$ cat src/rtl/step_seq_pkg.sv
package step_seq_pkg;

    localparam int POS_W   = 3;
    localparam int NUM_POS = 1 << POS_W;

    typedef logic [POS_W-1:0] pos_t;

    typedef struct packed {
        logic a;
        logic a_bar;
        logic b;
        logic b_bar;
    } phase_vec_t;

    typedef struct packed {
        logic fire;
        logic half;
        logic rev;
    } step_cmd_t;

    localparam phase_vec_t PHASE_OFF = '{a: 1'b0, a_bar: 1'b0, b: 1'b0, b_bar: 1'b0};

    // Ring order: 0 A+Bb, 1 A, 2 A+B, 3 B, 4 Ab+B, 5 Ab, 6 Ab+Bb, 7 Bb
    function automatic phase_vec_t pos_to_phase(input pos_t p);
        phase_vec_t v;
        v.a     = (p == 3'd0) || (p == 3'd1) || (p == 3'd2);
        v.b     = (p == 3'd2) || (p == 3'd3) || (p == 3'd4);
        v.a_bar = (p == 3'd4) || (p == 3'd5) || (p == 3'd6);
        v.b_bar = (p == 3'd6) || (p == 3'd7) || (p == 3'd0);
        return v;
    endfunction

    function automatic pos_t advance_pos(input pos_t p, input logic half, input logic rev);
        pos_t stride;
        if (half || p[0]) stride = pos_t'(1);
        else              stride = pos_t'(2);
        if (rev) return p - stride;
        else     return p + stride;
    endfunction

endpackage

$ cat src/rtl/step_sync.sv
module step_sync #(
    parameter int WIDTH  = 1,
    parameter int STAGES = 2
) (
    input  logic             clk,
    input  logic             rst,
    input  logic [WIDTH-1:0] async_in,
    output logic [WIDTH-1:0] sync_out
);
    logic [WIDTH-1:0] chain [STAGES];

    always_ff @(posedge clk) begin
        if (rst) chain[0] <= '0;
        else     chain[0] <= async_in;
    end

    for (genvar s = 1; s < STAGES; s++) begin : g_stage
        always_ff @(posedge clk) begin
            if (rst) chain[s] <= '0;
            else     chain[s] <= chain[s-1];
        end
    end

    assign sync_out = chain[STAGES-1];
endmodule

$ cat src/rtl/step_edge_qual.sv
module step_edge_qual
    import step_seq_pkg::*;
#(
    parameter int MIN_PULSE = 16
) (
    input  logic      clk,
    input  logic      rst,
    input  logic      enable,
    input  logic      step_lvl,
    input  logic      half_lvl,
    input  logic      rev_lvl,
    output step_cmd_t cmd
);
    localparam int CNT_W = $clog2(MIN_PULSE + 1);
    localparam logic [CNT_W-1:0] LAST = CNT_W'(MIN_PULSE - 1);

    logic             lvl_q;
    logic [CNT_W-1:0] hi_cnt;
    logic             cap_half;
    logic             cap_rev;
    logic             rise;

    assign rise = step_lvl && !lvl_q;

    always_ff @(posedge clk) begin
        if (rst) begin
            lvl_q    <= 1'b0;
            hi_cnt   <= '0;
            cap_half <= 1'b0;
            cap_rev  <= 1'b0;
            cmd      <= '0;
        end else begin
            lvl_q    <= step_lvl;
            cmd.fire <= 1'b0;
            if (!enable || !step_lvl) begin
                hi_cnt <= '0;
            end else if (rise) begin
                hi_cnt   <= CNT_W'(1);
                cap_half <= half_lvl;
                cap_rev  <= rev_lvl;
                if (MIN_PULSE <= 1) begin
                    cmd.fire <= 1'b1;
                    cmd.half <= half_lvl;
                    cmd.rev  <= rev_lvl;
                    hi_cnt   <= '0;
                end
            end else if (hi_cnt != '0) begin
                if (hi_cnt == LAST) begin
                    cmd.fire <= 1'b1;
                    cmd.half <= cap_half;
                    cmd.rev  <= cap_rev;
                    hi_cnt   <= '0;
                end else begin
                    hi_cnt <= hi_cnt + CNT_W'(1);
                end
            end
        end
    end
endmodule

$ cat src/rtl/step_pos_ctr.sv
module step_pos_ctr
    import step_seq_pkg::*;
(
    input  logic      clk,
    input  logic      rst,
    input  logic      enable,
    input  step_cmd_t cmd,
    output pos_t      pos
);
    always_ff @(posedge clk) begin
        if (rst || !enable)  pos <= '0;
        else if (cmd.fire)   pos <= advance_pos(pos, cmd.half, cmd.rev);
    end
endmodule

$ cat src/rtl/step_phase_drv.sv
module step_phase_drv
    import step_seq_pkg::*;
(
    input  logic       clk,
    input  logic       rst,
    input  logic       enable,
    input  pos_t       pos,
    output phase_vec_t gates
);
    always_ff @(posedge clk) begin
        if (rst || !enable) gates <= PHASE_OFF;
        else                gates <= pos_to_phase(pos);
    end
endmodule

$ cat src/rtl/step_phase_seq.sv
module step_phase_seq
    import step_seq_pkg::*;
#(
    parameter int MIN_PULSE   = 16,
    parameter int SYNC_STAGES = 2
) (
    input  logic clk,
    input  logic rst,
    input  logic step_in,
    input  logic half_sel,
    input  logic dir_rev,
    input  logic hold_n,
    output logic phase_a,
    output logic phase_a_bar,
    output logic phase_b,
    output logic phase_b_bar
);
    localparam int N_IN = 4;

    logic [N_IN-1:0] raw_in;
    logic [N_IN-1:0] sync_in;
    logic            run_ok;
    step_cmd_t       cmd;
    pos_t            pos;
    phase_vec_t      gates;

    assign raw_in = {hold_n, dir_rev, half_sel, step_in};
    assign run_ok = sync_in[3];

    step_sync #(.WIDTH(N_IN), .STAGES(SYNC_STAGES)) u_sync (
        .clk      (clk),
        .rst      (rst),
        .async_in (raw_in),
        .sync_out (sync_in)
    );

    step_edge_qual #(.MIN_PULSE(MIN_PULSE)) u_qual (
        .clk      (clk),
        .rst      (rst),
        .enable   (run_ok),
        .step_lvl (sync_in[0]),
        .half_lvl (sync_in[1]),
        .rev_lvl  (sync_in[2]),
        .cmd      (cmd)
    );

    step_pos_ctr u_pos (
        .clk    (clk),
        .rst    (rst),
        .enable (run_ok),
        .cmd    (cmd),
        .pos    (pos)
    );

    step_phase_drv u_drv (
        .clk    (clk),
        .rst    (rst),
        .enable (run_ok),
        .pos    (pos),
        .gates  (gates)
    );

    assign phase_a     = gates.a;
    assign phase_a_bar = gates.a_bar;
    assign phase_b     = gates.b;
    assign phase_b_bar = gates.b_bar;
endmodule

$ cat config.mk
export PLATFORM = sky130hd
export DESIGN_NAME = step_phase_seq
export DESIGN_NICKNAME = d
export VERILOG_FILES = /design/src/rtl/step_seq_pkg.sv /design/src/rtl/step_sync.sv /design/src/rtl/step_edge_qual.sv /design/src/rtl/step_pos_ctr.sv /design/src/rtl/step_phase_drv.sv /design/src/rtl/step_phase_seq.sv
export SDC_FILE = /design/constraint.sdc
export NUM_CORES = 1
export LEC_CHECK = 0
export CAP_MARGIN = 20
export CORE_MARGIN = 10
export CORE_UTILIZATION = 48
export DETAILED_ROUTE_END_ITERATION = 12
export PLACE_DENSITY = 0.76
export SETUP_SLACK_MARGIN = 0.1
export SLEW_MARGIN = 15
export SYNTH_ARGS = -nofsm -noshare
export SYNTH_HDL_FRONTEND = slang
export SYNTH_SLANG_ARGS = --single-unit
$ cat constraint.sdc
create_clock -name clk -period 1.5 [get_ports clk]
set_input_delay 0.3 -clock clk [delete_from_list [all_inputs] [get_ports clk]]
set_output_delay 0.3 -clock clk [all_outputs]
set_load 0.01 [all_outputs]
### Yosys cells after proc, flatten, opt, wreduce, memory -nomap -nowiden

Memories as Yosys holds them, arrays and structs flattened.
Index checks and enable logic that the tools add are counted.

| cells by class | value |
|---|---|
| add/subtract/negate cells | 3 |
| equality and inequality tests | 8 |
| muxes and demuxes | 13 |
| bitwise operators | 5 |
| reductions and logical operators | 23 |

Operators with widths:

| cell | count |
|---|---|
| $eq 3x3->1 const B | 4 |
| $mux 3 | 4 |
| $logic_or 1x1->1 | 11 |
| $mux 4 | 2 |
| $eq 3x2->1 const B | 2 |
| $add 5x1->5 const B | 1 |
| $eq 5x4->1 const B | 1 |
| $mux 1 | 5 |
| $mux 5 | 1 |
| $reduce_bool 5->1 | 1 |
| $reduce_and 4->1 | 1 |
| $reduce_or 4->1 | 1 |
| $add 3x3->3 | 1 |
| $eq 3x1->1 const B | 1 |
| $logic_not 1->1 | 3 |
| $logic_not 3->1 | 1 |
| $not 1->1 | 3 |
| $reduce_or 3->1 | 1 |
| $sub 3x3->3 | 1 |
| $mux 2 | 1 |
| $or 1x1->1 | 2 |
| $reduce_and 2->1 | 1 |
| $reduce_bool 2->1 | 1 |
| $reduce_or 2->1 | 1 |
| $logic_and 1x1->1 | 1 |

| storage, ports and cells | value |
|---|---|
| flip-flop bits (word level) | 18 |
| RAM bits | 8 |
| output and inout bits | 4 |
| word-level logic and storage cells | 66 |
| memories | 1 |

Memory list:

| memory | depth | bits a word | read ports | clocked after memory_dff | write ports | RTL line | source |
|---|---|---|---|---|---|---|---|
| u_sync.chain | 2 | 4 | 2 | 0 | 2 | step_sync.sv:10 | `logic [WIDTH-1:0] chain [STAGES];` |

### Logic depth before layout (Yosys ltp)

| depth | value |
|---|---|
| depth after elaboration | 6 |
| depth in mapped cells | 5 |

### Cells and area by module

Synthesis repeated with hierarchy kept, for this count alone.

| unflattened totals | value |
|---|---|
| cell total of the unflattened synthesis | 97 |
| area total of the unflattened synthesis | 1003.5 sq um |

By module, submodules not included:

| module | times used | cells an instance | area an instance (sq um) | sequential area each (sq um) |
|---|---|---|---|---|
| step_edge_qual | 1 | 50 | 484.2 | 220.2 |
| step_sync | 1 | 16 | 210.2 | 160.2 |
| step_pos_ctr | 1 | 17 | 165.2 | 60.1 |
| step_phase_drv | 1 | 14 | 143.9 | 80.1 |

### Worst setup path before layout

Ideal clock, no wire load.

| path | value |
|---|---|
| kind | flip-flop to flip-flop |
| start | register u_pos.pos[0] |
| end | register u_pos.pos[2] |
| library setup time | 59 ps |
| arrival time | 1384 ps |
| path slack | 58 ps |
| cell stages (with the launch flop) | 6 |
| path buffers | 0 |
| clock period less this slack | 1442 ps |
| cell sequence | dfxtp_1 nand2b_1 fa_1 xor2_1 a211oi_1 a31o_1 |

| between the ends | value |
|---|---|
| cells in the longest elaborated chain, start to end | 6 |
| elaborated cells between the ends (all ways) | 7 |

RTL lines:

| what | RTL line | source |
|---|---|---|
| start: declaration | step_pos_ctr.sv:8 | `output pos_t pos` |
| start signal: assignment | step_pos_ctr.sv:12 | `else if (cmd.fire) pos <= advance_pos(pos, cmd.half, cmd.rev);` |
| $logic_or 1x1->1 | step_seq_pkg.sv:35 | `if (half \|\| p[0]) stride = pos_t'(1);` |
| $mux 2 | step_seq_pkg.sv:35 |  |
| $mux 3 | step_pos_ctr.sv:12 |  |
| $mux 3 | step_pos_ctr.sv:11 | `if (rst \|\| !enable) pos <= '0;` |
| $add 3x3->3 or $sub 3x3->3 (tied branches) | step_seq_pkg.sv:38, step_seq_pkg.sv:37 |  |
| $mux 3 * | step_seq_pkg.sv:37 | `if (rev) return p - stride;` |

Mark *: on every way between the ends. The rest lies on a longest branch, timed or not. The select of a mux whose other input is x is not followed.
A chain may end at the register's enable or synchronous reset.

### Worst setup path after layout

| path | value |
|---|---|
| start | register u_qual.cmd[1] (netlist name) |
| end | register u_pos.pos[2] |

| between the ends | value |
|---|---|
| cells in the longest elaborated chain, start to end | 6 |
| elaborated cells between the ends (all ways) | 7 |

RTL lines:

| what | RTL line |
|---|---|
| $logic_or 1x1->1 * | step_seq_pkg.sv:35 |
| $mux 2 * | step_seq_pkg.sv:35 |
| $mux 3 * | step_pos_ctr.sv:12 |
| $mux 3 * | step_pos_ctr.sv:11 |
| $add 3x3->3 or $sub 3x3->3 (tied branches) | step_seq_pkg.sv:38, step_seq_pkg.sv:37 |
| $mux 3 * | step_seq_pkg.sv:37 |

Marks and branches as above.

==> results.toml <==
[synthesis]
synth_warnings = 0
syn_nets = 104
yosysTopAreaCell = "dfxtp_1"
synth.area.top_cells = "dfxtp_1 52%, mux2i_1 6.0%, nor2b_1 5.6%"
ys_ff_latch = 26
synth-seq-area-share_pct = 52.2
ys_types = 29
synth_top_area_share_pct = 52.2
synth_area_um2 = 997
synth_cells = 95
syn_area_per_cell_um2 = 10.5
synthMostInstantiatedCell = "dfxtp_1"
synth_flop_cell = "dfxtp_1"
synth_common_cells = "26 x dfxtp_1, 9 x nor2_1, 9 x nor2b_1"
synth_edf_count = 0
synthArstFlopShare_pct = 0

[critical_path]
r2r_slack_ps = 50
crit_type = "reg2reg"
slowest_delay_ps = 380
crit_arrival_ps = 1660
path_cells = "o21a_1, fa_2, xor2_2, a211oi_2, a31o_1"
worstPathMaxFanout = 3
crit_required_ps = 1710
crit_path_end_kind = "flop"
crit_path_start_kind = "flop"
critPathSlowestCell = "dfxtp_4"

[detailed_routing]
viasPerCell = 5.12
wl_per_cell_um = 12.1
drt_iter0_markers = 7
drt_pre_antenna_iters = 4
wl_mm = 1.73
drc_errors = 0
antenna_left = 0
vias = 732

[clocking]
worst_skew_pair.late_latency_ps = 300
ctsHtreeMaxLevel = 1
cts_made_buffers = 3
clkSinkCount = 26
max-clock-path-buffers = 2
cts_tree = "built"
cts.clk_slew.worst_paths_ps = 120
cts_root_buf = "clkbuf_4"
cts_hold_repair.buffers = 0

[power_and_ir_drop]
leakage_nw = 0.491
powerDensity_mw_per_mm2 = 786
switchingPower_uw = 194
clockPowerShare_pct = 26.3
internal_power_uw = 823
vdd_drop_max_v = 0.000863
seq_power_share_pct = 69.4
switching_share_pct = 19.1
power_frac_comb_pct = 4.3

[placement]
gp_congestion = 0.842
place_hpwl_mm = 1.29
placed_cells = 137
io_buffers = 9

[run_status]
status = "finished, final reports clean"

[layout]
fin_nets = 127
diodes = 0
fin_cells = 143
final_layout_size_suffix_gt1_share_pct = 25.9
area_growth_pct = 29.7
postLayoutCoreUtil_pct = 65.9

[grt]
grt.total_usage_pct = 8.85
antenna_found_initial = 0
grt_pass1_vias = 721
overflow = 0
grt_pass1_wl_mm = 2.99
grt_max_degree = 14

[timing]
finalSetupViolations = 0
worst_slew_pin_slew_ps = 370
fmax_mhz = 691
finalSetupTns_ps = 0
drv_slew = 0
hold_violations = 0
finalClockSkew_ps = 2.05
post-route-min-period_ps = 1450
maxSlewHeadroom_pct = 75.1
rsz0062_at_grt = "true"
timing.final.crit_share_pct = 96.5

[die]
ios = 10
die_area_mm2 = 0.00430
fp-row-count = 16
initial_core_util_pct = 50.8
die_w_um = 65.6
fp.coreArea_mm2 = 0.00196
dieHeight_um = 65.6

[min_path]
hp-class = "reg2reg"

[flow_run]
cap_violations = 0
layout by cell type, fill, tap and decap left out, drive strengths merged, types with 4 or more instances in the layout:
cell type      instances
dfxtp                 26
buf                   11
nor2                   9
nor2b                  9
nand2b                 7
mux2i                  6
clkdlybuf4s50          5
dlygate4sd2            4
inv                    4
a211oi                 4
layer usage:
| metal | routed length (µm) | track usage [%] |
|---|---|---|
| met5 | 0 | 0 |
| met4 | 15 | 3.21 |
| met3 | 96 | 4.07 |
| met2 | 850 | 15.7 |
| met1 | 763 | 8.85 |
cells by family (layout without fill, tap and decap cells):
group / count (synthesis) / after routing / synth area share (%)
simple gates: 41 / 41 / 24.8
flops: 26 / 26 / 52.2
compound gates: 10 / 10 / 7.40
mux: 6 / 6 / 6.02
buf+inv: 6 / 27 / 2.38
fa+ha+maj: 3 / 3 / 4.52
xor+xnor: 3 / 3 / 2.64
layout make-up:
class	instances	area, µm²
Sequential cell	26	528
Tap cell	27	33.8
Fill cell	173	668
Clock buffer	3	22.5
Multi-Input combinational cell	63	514
Timing Repair Buffer	20	180
Inverter	4	15.0
per-stage QoR:
| step | hold slack [ps] | power, mW | setup WS (ps) | cell area (µm²) |
|---|---|---|---|---|
| after CTS | 452 | 1.03 | 47.5 | 1240 |
| after global routing | 462 | 1.05 | -24.0 | 1290 |
| after detailed placement | 422 | 0.768 | 8.66 | 1180 |
| after global placement | 418 | 0.767 | 64.0 | 1180 |
| after floorplan | 372 | 0.740 | 123 | 1010 |
| final | 446 | 1.02 | 52.8 | 1290 |
registers in the layout, summed over array words and instances (netlist names):
register and cells:
u_qual.cap_rev 1, u_qual.hi_cnt 5, u_qual.cap_half 1, u_qual.lvl_q 1
u_pos.pos 3, u_sync.chain 8, u_drv.gates 4, u_qual.cmd 3
power by group through the flow:
stage          clock (mW)  combinational [mW]  sequential [mW]
3_5_place_dp            0              0.0449            0.723
6_report            0.267              0.0441            0.706
5_1_grt             0.298              0.0494            0.707
2_1_floorplan           0              0.0181            0.722
3_3_place_gp            0              0.0438            0.723
4_1_cts             0.282              0.0443            0.708
final timing paths:
path,to,startpoint,cells past startpoint
max reg2reg,u_pos.pos[2],u_qual.cmd[1],5
min,u_sync.chain[1][2],u_sync.chain[0][2],1
max,u_pos.pos[2],u_qual.cmd[1],5
min reg2reg,u_sync.chain[1][2],u_sync.chain[0][2],1
critical path: cells and delay by family (launching register included):
family / cells / cell delay [ps]
AOI/OAI and AO/OA: 3 / 460
DFF: 1 / 380
xor gates and xnor gates: 1 / 170
adders and majority gates: 1 / 350
what timing repair did:
item                                    in CTS  in global routing
endpoints found under the setup margin       6                  3
hold endpoints to repair                     0                  0
gates resized for setup                     11                  6
setup buffers                                2                  1
pin swaps                                    2                  3
(Power assumes the default switching activity.)
